==> src/rtl/sec_irq_pkg.sv <==
package sec_irq_pkg;

    // Interrupt signalling mode, as selected by pulse_mode_i
    typedef enum logic {
        IRQ_LEVEL = 1'b0,
        IRQ_PULSE = 1'b1
    } irq_mode_e;

    // Registered state of the flag keeper
    typedef struct packed {
        logic flag;
    } flag_state_t;

    // Registered state of the pulse stretcher
    typedef struct packed {
        logic pulse;
    } pulse_state_t;

endpackage

==> src/rtl/sec_tick_divider.sv <==
module sec_tick_divider #(
    parameter int DIV_BITS = 6
) (
    input  logic clk,
    input  logic rst_n,
    input  logic enable_i,
    input  logic tick_i,
    output logic event_o
);
    localparam logic [DIV_BITS-1:0] CNT_LAST = {DIV_BITS{1'b1}};

    typedef struct packed {
        logic [DIV_BITS-1:0] cnt;
    } div_state_t;

    div_state_t state_d, state_q;
    logic       wrap;

    always_comb begin
        state_d = state_q;
        wrap    = 1'b0;
        if (!enable_i) begin
            state_d.cnt = '0;
        end else if (tick_i) begin
            wrap        = (state_q.cnt == CNT_LAST);
            state_d.cnt = state_q.cnt + 1'b1;
        end
    end

    always_ff @(posedge clk or negedge rst_n) begin
        if (!rst_n) state_q <= '0;
        else        state_q <= state_d;
    end

    assign event_o = wrap;
endmodule

==> src/rtl/sec_flag_keeper.sv <==
module sec_flag_keeper
    import sec_irq_pkg::*;
(
    input  logic clk,
    input  logic rst_n,
    input  logic set_i,
    input  logic clr_i,
    output logic flag_o
);
    flag_state_t state_d, state_q;

    always_comb begin
        state_d = state_q;
        if (set_i)      state_d.flag = 1'b1;
        else if (clr_i) state_d.flag = 1'b0;
    end

    always_ff @(posedge clk or negedge rst_n) begin
        if (!rst_n) state_q <= '0;
        else        state_q <= state_d;
    end

    assign flag_o = state_q.flag;
endmodule

==> src/rtl/sec_pulse_stretch.sv <==
module sec_pulse_stretch
    import sec_irq_pkg::*;
(
    input  logic clk,
    input  logic rst_n,
    input  logic enable_i,
    input  logic start_i,
    input  logic tick_i,
    output logic pulse_o
);
    pulse_state_t state_d, state_q;

    always_comb begin
        state_d = state_q;
        if (!enable_i)   state_d.pulse = 1'b0;
        else if (start_i) state_d.pulse = 1'b1;
        else if (tick_i)  state_d.pulse = 1'b0;
    end

    always_ff @(posedge clk or negedge rst_n) begin
        if (!rst_n) state_q <= '0;
        else        state_q <= state_d;
    end

    assign pulse_o = state_q.pulse;
endmodule

==> src/rtl/sec_irq_gen.sv <==
module sec_irq_gen
    import sec_irq_pkg::*;
#(
    parameter int DIV_BITS = 6
) (
    input  logic clk,
    input  logic rst_n,
    input  logic enable_i,
    input  logic pulse_mode_i,
    input  logic flag_clr_i,
    input  logic tick_i,
    output logic sec_flag_o,
    output logic irq_o
);
    logic      sec_event;
    logic      pulse_q;
    irq_mode_e mode;

    sec_tick_divider #(.DIV_BITS(DIV_BITS)) u_div (
        .clk      (clk),
        .rst_n    (rst_n),
        .enable_i (enable_i),
        .tick_i   (tick_i),
        .event_o  (sec_event)
    );

    sec_flag_keeper u_flag (
        .clk    (clk),
        .rst_n  (rst_n),
        .set_i  (sec_event),
        .clr_i  (flag_clr_i),
        .flag_o (sec_flag_o)
    );

    sec_pulse_stretch u_pulse (
        .clk      (clk),
        .rst_n    (rst_n),
        .enable_i (enable_i),
        .start_i  (sec_event),
        .tick_i   (tick_i),
        .pulse_o  (pulse_q)
    );

    always_comb begin
        mode  = irq_mode_e'(pulse_mode_i);
        irq_o = 1'b0;
        if (enable_i) begin
            irq_o = (mode == IRQ_PULSE) ? pulse_q : sec_flag_o;
        end
    end
endmodule

==> config.mk <==
export PLATFORM = sky130hd
export DESIGN_NAME = sec_irq_gen
export DESIGN_NICKNAME = d
export VERILOG_FILES = /design/src/rtl/sec_irq_pkg.sv /design/src/rtl/sec_tick_divider.sv /design/src/rtl/sec_flag_keeper.sv /design/src/rtl/sec_pulse_stretch.sv /design/src/rtl/sec_irq_gen.sv
export SDC_FILE = /design/constraint.sdc
export NUM_CORES = 1
export LEC_CHECK = 0
export BUFFER_PORTS_ARGS = -buffer_cell sky130_fd_sc_hd__buf_2
export CAP_MARGIN = 10
export CORE_AREA = 2 2 39 41
export DETAILED_ROUTE_END_ITERATION = 8
export DIE_AREA = 0 0 41 43
export PLACE_DENSITY = 0.59
export SYNTH_ARGS = -nofsm -noshare
export SYNTH_HDL_FRONTEND = slang
export SYNTH_HIERARCHICAL = 1
export SYNTH_SLANG_ARGS = --single-unit
==> constraint.sdc <==
create_clock -name clk -period 1.03 [get_ports clk]
set_input_delay 0.0515 -clock clk [delete_from_list [all_inputs] [get_ports clk]]
set_output_delay 0.0515 -clock clk [all_outputs]
set_load 0.03 [all_outputs]
* Word-level counts from Yosys, hierarchy flattened
Cells that the tools add are included.
** Operators by class
- Add/sub/neg operators :: 1
- Equal/unequal tests :: 3
- Multiplexer cells :: 11
- Reductions and logical operators :: 1
** Operators with widths (count)
- $mux 6 :: 2
- $mux 1 :: 9
- $add 6x1->6 const B :: 1
- $eq 6x6->1 const B :: 1
- $ne 3x1->1 const B :: 1
- $ne 2x1->1 const B :: 1
- $reduce_bool 2->1 :: 1
** Storage, ports and cells
- Flip-flop bits (word level) :: 8
- Input bits :: 6
- Output and inout bits :: 2
- Word-level logic and storage cells :: 19

* Longest topological paths before layout
- Word-level depth :: 5
- Mapped depth :: 4
- Mapped depth without buffers :: 4

* Modules after synthesis
Netlist, hierarchy kept.
** Modules (own cells, without submodules)
- sec_tick_divider :: instances 1, cells an instance 28, area each 319.1 sq um, seq. area each 150.1 sq um
- sec_pulse_stretch :: instances 1, cells an instance 3, area each 46.3 sq um, seq. area each 25.0 sq um
- sec_flag_keeper :: instances 1, cells an instance 3, area each 36.3 sq um, seq. area each 25.0 sq um
- sec_irq_gen :: instances 1, cells an instance 2, area each 16.3 sq um, seq. area each 0.0 sq um

* Worst setup path after synthesis
Ideal clock, no wire load.
- Path kind :: reg-to-output
- Start :: reg u_flag.state_q (netlist: u_flag/flag_o)
- End :: out irq_o
- Arrival time :: 1.072 ns
- Required time :: 0.978 ns
- Path slack :: -0.093 ns
- Stages on the path, launching flop included :: 3
- Path buffers :: 0
- Path through :: dfrtp_1 -> mux2i_1 -> nor2b_1
** On the way
- Longest elaborated chain between the ends :: 2
** RTL lines
- start, declared :: RTL line sec_flag_keeper.sv:10 : flag_state_t state_d, state_q;
- start signal, assigned :: RTL line sec_flag_keeper.sv:20 : else state_q <= state_d;
- $mux 1 :: RTL line sec_irq_gen.sv:48 : irq_o = (mode == IRQ_PULSE) ? pulse_q : sec_flag_o;
- $mux 1 :: RTL line sec_irq_gen.sv:47 : if (enable_i) begin
- end, declared :: RTL line sec_irq_gen.sv:13 : output logic irq_o
No other way between the ends.

* Worst setup path in the final report
- Start :: reg u_div/state_q[0] (netlist name)
- End :: reg u_div/state_q[4] (netlist name)
** On the way
- Longest elaborated chain between the ends :: 3
** RTL lines
- start, declared :: RTL line sec_tick_divider.sv:16 : div_state_t state_d, state_q;
- start signal, assigned :: RTL line sec_tick_divider.sv:32 : else state_q <= state_d;
- $add 6x1->6 :: RTL line sec_tick_divider.sv:26 : state_d.cnt = state_q.cnt + 1'b1;
- $mux 6 :: RTL line sec_tick_divider.sv:24 : end else if (tick_i) begin
- $mux 6 :: RTL line sec_tick_divider.sv:22 : if (!enable_i) begin
No other way between the ends. The select of a mux whose other input is x is not followed.
A chain may end at the register's enable or synchronous reset.

==> impl_metrics.csv <==
group,metric,value,unit
yosys,synth.most_common_cell,"dfrtp_1",
job,cap_viol_max_count,0,
cells_and_area,drive_gt1_frac,0.4444,
place,place_congestion,0.6586,
clock_network,cts_tree,"built",
yosys,yosysSeqAreaShare,0.4790,
yosys,yosys-top-cells-area,"dfrtp_1 (48%), xnor2_1 (6.3%), and2_1 (6.0%)",
cells_and_area,fin_cells,70,
routing,dr.pass1.iters,3,
critical_path,path_cells,"ha_2 -> nand4_1 -> xnor2_1 -> and2_1",
clock_network,cts.clk_slew.worst_paths,0.06,ns
timing,max_freq,0.9232,GHz
grt,grt.met3_usage,0.03141,
die,design.core.area,1384,um2
yosys,postSynthCellCount,36,
yosys,synth_largest_area_cell,"dfrtp_1",
grt,grt_pass1_vias,328,
die,start_util,0.3020,
critical_path,reg2reg_depth,4,
timing,fin_crit_sh,1.052,
critical_path,r2r-start,"u_div/state_q[0]$_DFFE_PN0P_",
clock_network,cts_made_buffers,3,
cells_and_area,fillers,136,
clock_network,cts.sinks,8,
critical_path,cp_data_arrival_time,1.22,ns
timing,tightest_slew,0.1769,ns
yosys,synthArstFlopShare,1.000,
critical_path,crit_fanout,3,
cells_and_area,n_antenna_cell,0,
routing,vias,324,
timing,slew_headroom,0.8787,
critical_path,timing.reg2reg.setup_slack,-0.05,ns
routing,drtIter0Drc,4,
die,die_x,41,um
die,chipHeight,43,um
routing,drt-vias-per-instance,4.629,
critical_path,cp_top_family,"flip-flops",
timing,setup_viol,3,
grt,grt.total_usage,0.1200,
critical_path,cp-endpoint,"u_div/state_q[4]$_DFFE_PN0P_",
status,violations,"negative setup slack",
yosys,yosysTopAreaCellShare,0.4790,
yosys,synth_cell_type_count,20,
clock_network,cts-root-buf,"clkbuf_4",
cells_and_area,design_area,581.8,um2
routing,wl_per_cell,11.33,um
yosys,synth_top_cells_by_count,"dfrtp_1 (8), and2_1 (4), xnor2_1 (3)",
timing,setup_ws,-0.05324,ns
timing,fin_skew,0.001704,ns
critical_path,crit_path_start,"u_div/state_q[0]$_DFFE_PN0P_",
grt,grtUsageMet1,0.1564,
yosys,synth_warnings,6,
routing,drt-total-wl,793,um
power,max-vdd-ir-drop,0.4925,mV
cells_and_area,syn2layout_area_growth,39.22,%
grt,grt-busiest-layer,"met2",
power,power.density,1111,nW/um2
cells_and_area,regArea,200.2,um2
critical_path,max_stage_delay,0.39,ns
grt,grt_pass1_wl,1359,um
grt,use_met2,0.1750,
routing,drcViolationCount,0,
critical_path,crit_buf_inv,0,
critical_path,r2r-end,"u_div/state_q[4]$_DFFE_PN0P_",
cells_and_area,nets,63,
yosys,synth.avg_cell_area,11.61,um2
place,place_area,511.7,um2
clock_network,cts_max_level,1,
place,io_buffers,7,
yosys,syn_area,417.9,um2
power,power_leakage,0.0002905,uW
critical_path,crit_path_end_kind,"flop",
clock_network,clk_latency,0.25,ns
grt,grt_start_max_net_pins,10,
clock_network,cts_buffer_depth,2,
yosys,synth_nets,43,
die,ios,8,
critical_path,worst-path-stages,4,
place,hpwlAfterDp,618,um
cells_and_area,utilization,0.4204,
grt,grt-ovfl-total,0,
place,dp_cells,64,
status,run_status,"complete, but fails checks",
timing,finalHoldViolCount,0,
critical_path,start_kind,"flop",
yosys,synth_edf_count,0,
yosys,ys_ff_latch,8,
routing,postRouteAntennaNets,0,
timing,rsz0062_at_grt,"yes",
power,finalPower,646.5,uW
grt,antenna_found_initial,0,
critical_path,crit_type,"reg -> reg",
cells_and_area,multi_input_area,220.2,um2
yosys,synth_ff_type,"dfrtp_1",
die,rows,14,
critical_path,crit_slowest_cell,"dfrtp_1",
timing,fin_crit,1.083,ns
die,dieArea,1763,um2
critical_path,critPathRequiredTime,1.17,ns
min_path,hold_class,"in -> reg",
timing,drv_slew,0,
-- stage by stage --
stage	hold slack, ns	setup TNS [ns]	setup WS, ns
after floorplan	-0.2441	-0.008959	-0.008959
after global placement	-0.09568	-0.05206	-0.05206
final	0.06403	-0.1025	-0.05324
after global routing	0.09238	-0.4682	-0.1061
after detailed placement	-0.09229	-0.07436	-0.05196
after CTS	0.05704	-0.1269	-0.05136
-- what timing repair did --
action / 4_1_cts / 5_1_grt
gates resized for setup: 4 / 2
hold endpoints to repair: 8 / 0
hold buffers: 1 / 0
buffers inserted: 2 / 0
pin swaps: 5 / 4
setup endpoints to repair: 5 / 7
-- where the power goes --
group | internal [uW] | switching, uW
clock network | 133 | 108
logic | 39.6 | 35.0
registers | 323 | 8.20
total | 496 | 151
-- flip-flops by register name, summed over array words and instances, names as in the netlist --
| name | flops |
|---|---|
| u_div/state_q | 6 |
| u_flag/flag_o | 1 |
| u_pulse/pulse_o | 1 |
-- metal layers --
metal  part of all wire  wire [um]
met1               0.47        373
met3              0.011          9
met4                  0          0
met5                  0          0
met2               0.52        410
-- cell families (layout without fill, tap and decap cells) --
logic type / Yosys count / in the layout / share of synthesized area
AOI/OAI and AO/OA: 4 / 4 / 0.06588
xor gates and xnor gates: 4 / 4 / 0.08385
adders and majority gates: 1 / 1 / 0.02994
buffers and inverters: 2 / 20 / 0.03592
DFF: 8 / 8 / 0.4790
muxes: 2 / 2 / 0.04791
and+or+nand+nor: 15 / 15 / 0.2575
-- worst min path at each step --
stage | cells past startpoint | from | slack, ns | endpoint
2_1_floorplan | 0 | rst_n | -0.24 | u_div/state_q[0]$_DFFE_PN0P_
3_3_place_gp | 1 | rst_n | -0.1 | u_div/state_q[4]$_DFFE_PN0P_
3_5_place_dp | 1 | rst_n | -0.09 | u_div/state_q[4]$_DFFE_PN0P_
4_1_cts | 3 | flag_clr_i | 0.06 | u_flag/flag_o$_DFFE_PN0P_
5_1_grt | 3 | flag_clr_i | 0.09 | u_flag/flag_o$_DFFE_PN0P_
6_report | 3 | flag_clr_i | 0.06 | u_flag/flag_o$_DFFE_PN0P_
-- layout by cell type, fill, tap and decap left out --
cell,n
a21boi_1,1
nor2_4,1
and2_1,4
nand4_4,1
buf_4,7
or3_1,1
dlygate4sd3_1,1
nand2_1,2
nor2b_2,1
nor2b_4,1
nand4_1,2
nand3_2,1
buf_2,6
xnor2_1,3
dfrtp_1,8
clkbuf_4,3
nor2b_1,1
ha_2,1
o21a_1,1
mux2i_1,2
xor2_1,1
inv_1,1
o21ai_0,1
a21o_1,1
buf_6,2
-- worst register-to-register path: cells and delay by family (launching register included) --
kind          cells  cell delay, ns
fa+ha+maj         1            0.22
simple gates      2            0.23
xor+xnor          1            0.13
flops             1            0.39
-- area by class of cell --
| type | count | share of cell area |
|---|---|---|
| timing repair buffer | 16 | 0.1978 |
| clock buffer | 3 | 0.03871 |
| sequential | 8 | 0.3441 |
| inverter | 1 | 0.006452 |
| tap | 16 | 0.03441 |
| multi-input combinational | 26 | 0.3785 |
No activity file was read; power rests on OpenSTA's default activity.
